===== src/rtl/seg_agen_pkg.sv =====
// Shared types for the segment load address generator.
// Assumes: nothing beyond IEEE 1800-2017 packages.
package seg_agen_pkg;

    // Sequencer states: waiting, first-element search, issuing requests.
    typedef enum logic [1:0] {
        ST_IDLE = 2'd0,
        ST_SCAN = 2'd1,
        ST_RUN  = 2'd2
    } agen_state_e;

endpackage


===== src/rtl/seg_agen_mask.sv =====
// Builds the per-element enable mask from length and predicate inputs.
// Assumes: evaluated only in the cycle the command is captured.
module seg_agen_mask #(
    parameter int MAX_VL = 16,
    parameter int VLW    = 5
) (
    input  logic [VLW-1:0]    vec_len,
    input  logic              pred_en,
    input  logic              pred_inv,
    input  logic [MAX_VL-1:0] pred_word,
    output logic [MAX_VL-1:0] mask
);

    // One enable bit per element: inside the length and passing the predicate.
    for (genvar k = 0; k < MAX_VL; k++) begin : g_bit
        assign mask[k] = (VLW'(k) < vec_len) &&
                         (!pred_en || (pred_word[k] ^ pred_inv));
    end

endmodule


===== src/rtl/seg_agen_find.sv =====
// Finds the lowest enabled element at or above a starting index.
// Assumes: from_idx may equal MAX_VL, which yields found = 0.
module seg_agen_find #(
    parameter int MAX_VL = 16,
    parameter int IW     = 4,
    parameter int VLW    = 5
) (
    input  logic [MAX_VL-1:0] mask,
    input  logic [VLW-1:0]    from_idx,
    output logic              found,
    output logic [IW-1:0]     next_idx
);

    // Descending scan so the lowest qualifying element is the last to write.
    always_comb begin
        found    = 1'b0;
        next_idx = '0;
        for (int k = MAX_VL - 1; k >= 0; k--) begin
            if (mask[k] && (VLW'(k) >= from_idx)) begin
                found    = 1'b1;
                next_idx = IW'(k);
            end
        end
    end

endmodule


===== src/rtl/seg_agen_addr.sv =====
// Computes the byte address of one field of one element.
// Assumes: all arithmetic wraps at AW bits; off_val is valid in the same cycle.
module seg_agen_addr #(
    parameter int AW   = 32,
    parameter int IW   = 4,
    parameter int SEGW = 3
) (
    input  logic [AW-1:0]   base,
    input  logic [AW-1:0]   stride,
    input  logic [SEGW-1:0] seg_last,
    input  logic            indexed,
    input  logic [AW-1:0]   off_val,
    input  logic [IW-1:0]   elem,
    input  logic [SEGW-1:0] field,
    output logic [AW-1:0]   addr
);

    logic [AW-1:0] fields_n;
    logic [AW-1:0] span;
    logic [AW-1:0] lin_off;
    logic [AW-1:0] elem_off;
    logic [AW-1:0] fld_off;

    // Element offset (linear or indexed) plus field offset, modulo 2^AW.
    always_comb begin
        fields_n = AW'(seg_last) + AW'(1);
        span     = stride * fields_n;
        lin_off  = span * AW'(elem);
        elem_off = indexed ? off_val : lin_off;
        fld_off  = stride * AW'(field);
        addr     = base + elem_off + fld_off;
    end

endmodule


===== src/rtl/seg_agen.sv =====
// Top: sequences fields and enabled elements of one vector load command and
// presents each as a request held until accepted.
// Assumes: command inputs are sampled only on an accepted start; off_val
// answers off_elem combinationally.
module seg_agen #(
    parameter int AW     = 32,
    parameter int MAX_VL = 16,
    parameter int SEGW   = 3,
    parameter int IW     = $clog2(MAX_VL),
    parameter int VLW    = IW + 1
) (
    input  logic              clk,
    input  logic              rst_n,
    input  logic              start,
    input  logic [AW-1:0]     base_addr,
    input  logic [AW-1:0]     elem_size,
    input  logic [AW-1:0]     stride_val,
    input  logic              unit_stride,
    input  logic [SEGW-1:0]   seg_last,
    input  logic [VLW-1:0]    vec_len,
    input  logic              pred_en,
    input  logic              pred_inv,
    input  logic [MAX_VL-1:0] pred_word,
    input  logic              indexed,
    output logic [IW-1:0]     off_elem,
    input  logic [AW-1:0]     off_val,
    output logic              req_valid,
    input  logic              req_ready,
    output logic [AW-1:0]     req_addr,
    output logic [SEGW-1:0]   req_field,
    output logic [IW-1:0]     req_elem,
    output logic              busy,
    output logic              done
);
    import seg_agen_pkg::*;

    agen_state_e       state_q;
    logic [IW-1:0]     cur_i_q;
    logic [SEGW-1:0]   cur_j_q;
    logic [AW-1:0]     base_q;
    logic [AW-1:0]     stride_q;
    logic [SEGW-1:0]   seg_q;
    logic              idx_q;
    logic [MAX_VL-1:0] mask_q;
    logic              done_q;

    logic [MAX_VL-1:0] mask_in;
    logic [VLW-1:0]    from_idx;
    logic              found;
    logic [IW-1:0]     next_idx;
    logic              last_fld;

    seg_agen_mask #(.MAX_VL(MAX_VL), .VLW(VLW)) u_mask (
        .vec_len   (vec_len),
        .pred_en   (pred_en),
        .pred_inv  (pred_inv),
        .pred_word (pred_word),
        .mask      (mask_in)
    );

    // Search start: element 0 after capture, the element after the current one while running.
    always_comb begin
        from_idx = (state_q == ST_RUN) ? (VLW'(cur_i_q) + VLW'(1)) : '0;
        last_fld = (cur_j_q == seg_q);
    end

    seg_agen_find #(.MAX_VL(MAX_VL), .IW(IW), .VLW(VLW)) u_find (
        .mask     (mask_q),
        .from_idx (from_idx),
        .found    (found),
        .next_idx (next_idx)
    );

    seg_agen_addr #(.AW(AW), .IW(IW), .SEGW(SEGW)) u_addr (
        .base     (base_q),
        .stride   (stride_q),
        .seg_last (seg_q),
        .indexed  (idx_q),
        .off_val  (off_val),
        .elem     (cur_i_q),
        .field    (cur_j_q),
        .addr     (req_addr)
    );

    // Sequencer: capture command, walk fields, jump to next enabled element.
    always_ff @(posedge clk) begin
        if (!rst_n) begin
            state_q  <= ST_IDLE;
            cur_i_q  <= '0;
            cur_j_q  <= '0;
            base_q   <= '0;
            stride_q <= '0;
            seg_q    <= '0;
            idx_q    <= 1'b0;
            mask_q   <= '0;
            done_q   <= 1'b0;
        end else begin
            done_q <= 1'b0;
            case (state_q)
                ST_IDLE: begin
                    if (start) begin
                        base_q   <= base_addr;
                        stride_q <= unit_stride ? elem_size : stride_val;
                        seg_q    <= seg_last;
                        idx_q    <= indexed;
                        mask_q   <= mask_in;
                        state_q  <= ST_SCAN;
                    end
                end
                ST_SCAN: begin
                    if (found) begin
                        cur_i_q <= next_idx;
                        cur_j_q <= '0;
                        state_q <= ST_RUN;
                    end else begin
                        done_q  <= 1'b1;
                        state_q <= ST_IDLE;
                    end
                end
                ST_RUN: begin
                    if (req_ready) begin
                        if (!last_fld) begin
                            cur_j_q <= cur_j_q + SEGW'(1);
                        end else if (found) begin
                            cur_i_q <= next_idx;
                            cur_j_q <= '0;
                        end else begin
                            done_q  <= 1'b1;
                            state_q <= ST_IDLE;
                        end
                    end
                end
                default: state_q <= ST_IDLE;
            endcase
        end
    end

    // Output view of the sequencer state.
    always_comb begin
        req_valid = (state_q == ST_RUN);
        req_field = cur_j_q;
        req_elem  = cur_i_q;
        off_elem  = cur_i_q;
        busy      = (state_q != ST_IDLE);
        done      = done_q;
    end

endmodule


===== config.mk =====
export PLATFORM = sky130hd
export DESIGN_NAME = seg_agen
export DESIGN_NICKNAME = d
export VERILOG_FILES = /design/src/rtl/seg_agen_pkg.sv /design/src/rtl/seg_agen_mask.sv /design/src/rtl/seg_agen_find.sv /design/src/rtl/seg_agen_addr.sv /design/src/rtl/seg_agen.sv
export SDC_FILE = /design/constraint.sdc
export NUM_CORES = 1
export LEC_CHECK = 0
export ABC_AREA = 1
export BUFFER_PORTS_ARGS = -buffer_cell sky130_fd_sc_hd__buf_4
export CAP_MARGIN = 0
export CORE_ASPECT_RATIO = 0.7
export CORE_MARGIN = 3
export CORE_UTILIZATION = 45
export DETAILED_ROUTE_END_ITERATION = 8
export PLACE_DENSITY = 0.73
export SETUP_SLACK_MARGIN = 0.5
export SLEW_MARGIN = 25
export SYNTH_ARGS = -nofsm -noshare
export SYNTH_HDL_FRONTEND = slang
export SYNTH_HIERARCHICAL = 1
export SYNTH_SLANG_ARGS = --single-unit
export TNS_END_PERCENT = 30

===== constraint.sdc =====
create_clock -name clk -period 10.4 [get_ports clk]
set_input_delay 0.52 -clock clk [delete_from_list [all_inputs] [get_ports clk]]
set_output_delay 0.52 -clock clk [all_outputs]
set_load 0.01 [all_outputs]

==> results_dict.tcl <==
set metrics [dict create \
    drt-total-wl_um 57800 \
    setup.worst_path.class "reg2out" \
    clockRootBuffer "clkbuf_16" \
    drive_above_1_share 0.180 \
    grt_pass1_vias 16700 \
    cts.path.max_buffers 2 \
    critPathLaunch "seg_q[1]$_SDFFE_PN0P_" \
    r2r_cells 15 \
    synth_top_area_frac 0.237 \
    grt_usage 0.283 \
    wl_per_cell_um 17.6 \
    finClkSkew_ns 0.0115 \
    ioPinCount 206 \
    slowest_stage "fa_1" \
    slew_viol_final 0 \
    ff2ff_setup_slack_ns 6.55 \
    synth-seq-area-share 0.110 \
    multiInputGateArea_mm2 0.0137 \
    clock_sinks 94 \
    ys.warnings.count 6 \
    cp_data_required_time_ns 9.88 \
    async_flop_share 0 \
    hp-class "in2reg" \
    final.setup.tns_ns 0 \
    synth_edf_count 0 \
    cp_slowest_stage_delay_ns 0.56 \
    fp.dieW_um 239 \
    vdd_drop_max_mv 0.298 \
    cts_inserted_buffers 9 \
    p_leak_uw 0.0108 \
    netlist-cell-type-count 58 \
    power.density_mw_per_mm2 217 \
    cts_tree "built" \
    drc 0 \
    fillCellCount 3601 \
    io_buffers 205 \
    initialDrtViolationCount 1346 \
    seqCellArea_mm2 0.00189 \
    start_util 0.458 \
    rows 59 \
    finalHoldViolations 0 \
    synth_top_flop_cell "dfxtp_1" \
    drt-vias-per-instance 5.27 \
    endpoint "req_addr[31]" \
    syn_inst 2610 \
    max_freq_ghz 0.103 \
    synth_area_mm2 0.0171 \
    drv_cap 0 \
    r2r-start "state_q[0]$_SDFFE_PN0P_" \
    fin_crit_sh 0.929 \
    die_h_um 169 \
    worstMarginPinSlew_ns 0.963 \
    final_nets 3253 \
    post_dp_cell_area_mm2 0.0191 \
    status "complete, no violations" \
    slew_headroom 0.353 \
    core_region_area_mm2 0.0374 \
    grt_pass1_wl_um 90100 \
    endpoint_kind "output pin" \
    drt_first_pass_iters 8 \
    critPathMaxFanout 6 \
    clk_pin_slew_ns 0.07 \
    r2r-end "done$_SDFF_PN0_" \
    finalSetupViolCount 0 \
    antenna_found_initial 0 \
    grt_max_degree 94 \
    yosys.area.top_type "fa_1" \
    min-delay-start "base_addr[21]" \
    hold_buffers 0 \
    hold_ws_ns 0.397 \
    synth_fp_nets 3078 \
    die_area_mm2 0.0405 \
    ant_nets 0 \
    netlist_top_cells_area "fa_1, nand2_1, inv_1, dfxtp_1, ha_1" \
    vias 17300 \
    start_kind "flip-flop" \
    cpMostUsedCell "nand2_1" \
    rsz0062_at_grt "true" \
    ys_ff_latch 94 \
    synth_area_per_cell_um2 6.56 \
    antennaDiodeCount 0 \
    htreeDepth 3 \
    final_cell_area_mm2 0.0205 \
    overflow 0 \
    clkLatencyLatePin_ns 0.37 \
    worst_ep_arrival_time_ns 9.14 \
    dp_hpwl_um 47800 \
    fin_crit_ns 9.66 \
    gp_congestion 1.02 \
    areaGrowthSynthToFinish_pct 19.7 \
]
-- how the worst min path moves through the flow --
stage                                   end  slack (ns)  cells past startpoint
finish              base_q[21]$_SDFFE_PN0P_        0.40                      3
global route        base_q[23]$_SDFFE_PN0P_        0.41                      3
CTS                 base_q[21]$_SDFFE_PN0P_        0.39                      3
detailed placement   mask_q[7]$_SDFFE_PN0P_        0.48                      2
global placement    mask_q[14]$_SDFFE_PN0P_        0.47                      2
floorplan                idx_q$_SDFFE_PN0P_        0.45                      2
-- synthesized netlist by cell type (2+ instances only) --
master / n
a21boi_0: 2
a21boi_1: 3
a21boi_2: 2
a21o_1: 3
a21oi_1: 107
a21oi_2: 10
a221oi_1: 3
a31o_2: 3
a31oi_1: 11
and2_1: 2
buf_1: 2
buf_2: 13
buf_4: 11
buf_6: 3
clkbuf_1: 53
dfxtp_1: 94
fa_1: 203
ha_1: 105
inv_1: 554
inv_2: 12
nand2_1: 604
nand2_2: 11
nand3_1: 117
nand3_2: 6
nand3b_1: 4
nand4_1: 15
nor2_1: 339
nor2_2: 11
nor2_4: 5
nor3_1: 12
nor3_2: 2
o211ai_1: 36
o21a_1: 5
o21ai_0: 107
o21ai_1: 19
o21ai_2: 7
o21bai_1: 8
o311ai_0: 2
or2_0: 4
or2_2: 19
xnor2_1: 17
xor2_1: 48
-- registers in the layout, summed over array words and instances (netlist names) --
register,cells
base_q,32
done,1
idx_q,1
mask_q,16
off_elem,4
req_field,3
seg_q,3
state_q,2
stride_q,32
-- through the flow --
step / power [uW] / setup WS (ns) / instances / util
final: 4450 / 0.736 / 3278 / 0.549
after floorplan: 2550 / 1.44 / 2610 / -
after global placement: 3670 / 0.485 / 3249 / 0.511
after global routing: 4820 / 0.318 / 3278 / 0.549
after CTS: 4150 / 0.458 / 3269 / 0.525
after detailed placement: 3690 / 0.483 / 3249 / 0.511
-- critical path: cells and delay by family (launching register included) --
| kind | cells | cell delay, ns |
|---|---|---|
| and+or+nand+nor | 22 | 2.37 |
| xor gates and xnor gates | 1 | 0.23 |
| adders and majority gates | 9 | 3.72 |
| buffers and inverters | 12 | 1.04 |
| AOI/OAI and AO/OA | 6 | 1.00 |
| DFF | 1 | 0.36 |
-- placed cells by master, fill, tap and decap left out, types with 7 or more instances in the layout --
master     count
nand2_1      590
inv_1        545
nor2_1       327
buf_4        240
fa_1         201
nand3_1      115
o21ai_0       95
dfxtp_1       91
a21oi_1       74
ha_1          67
a21oi_2       40
o211ai_1      36
xor2_1        34
ha_4          26
nand2_2       24
o21ai_1       24
nor2_2        20
inv_2         20
or2_2         19
xnor2_1       17
nand4_1       15
o21ai_2       13
ha_2          12
xor2_2        11
nor3_1        10
clkbuf_16      9
nor2_4         8
nand3_2        7
o21bai_1       7
a31oi_1        7
-- where the power goes --
| group | internal [uW] | switching [uW] |
|---|---|---|
| Sequential | 460 | 201 |
| Clock | 193 | 164 |
| Combinational | 1310 | 2120 |
| Total | 1960 | 2490 |
-- cells by family (layout without fill, tap and decap cells) --
group | Yosys count | count (layout) | share of synthesized area
adder cells (fa/ha/maj) | 308 | 308 | 0.314
flip-flops | 94 | 94 | 0.110
AND/OR/NAND/NOR | 1157 | 1157 | 0.280
buffers and inverters | 651 | 831 | 0.148
AO/OA/AOI/OAI | 335 | 335 | 0.116
XOR/XNOR | 65 | 65 | 0.0332
-- area by class of cell --
type                    count  area share
well taps                 488      0.0298
repair buffers            247      0.0922
clock inverters             7     0.00433
flip-flops and latches     94      0.0921
multi-input cells        1865       0.666
inverters                 568       0.104
clock buffers               9      0.0110
-- repair_timing --
| action | 4_1_cts | 5_1_grt |
|---|---|---|
| setup endpoints to repair | 3 | 14 |
| setup buffers | 4 | 8 |
| cloned | 0 | 1 |
| pin swaps | 8 | 42 |
| gates resized for setup | 32 | 174 |
-- metal layers --
metal / vias to the layer above / GRT usage / wire length [um]
met1: 8193 / 0.416 / 26600
met3: 69 / 0.0518 / 5080
li1: 8256 / - / -
met4: 0 / 0.0573 / 1150
met5: - / 0 / 0
met2: 745 / 0.438 / 25000
Power figures use the tool's default switching activity.
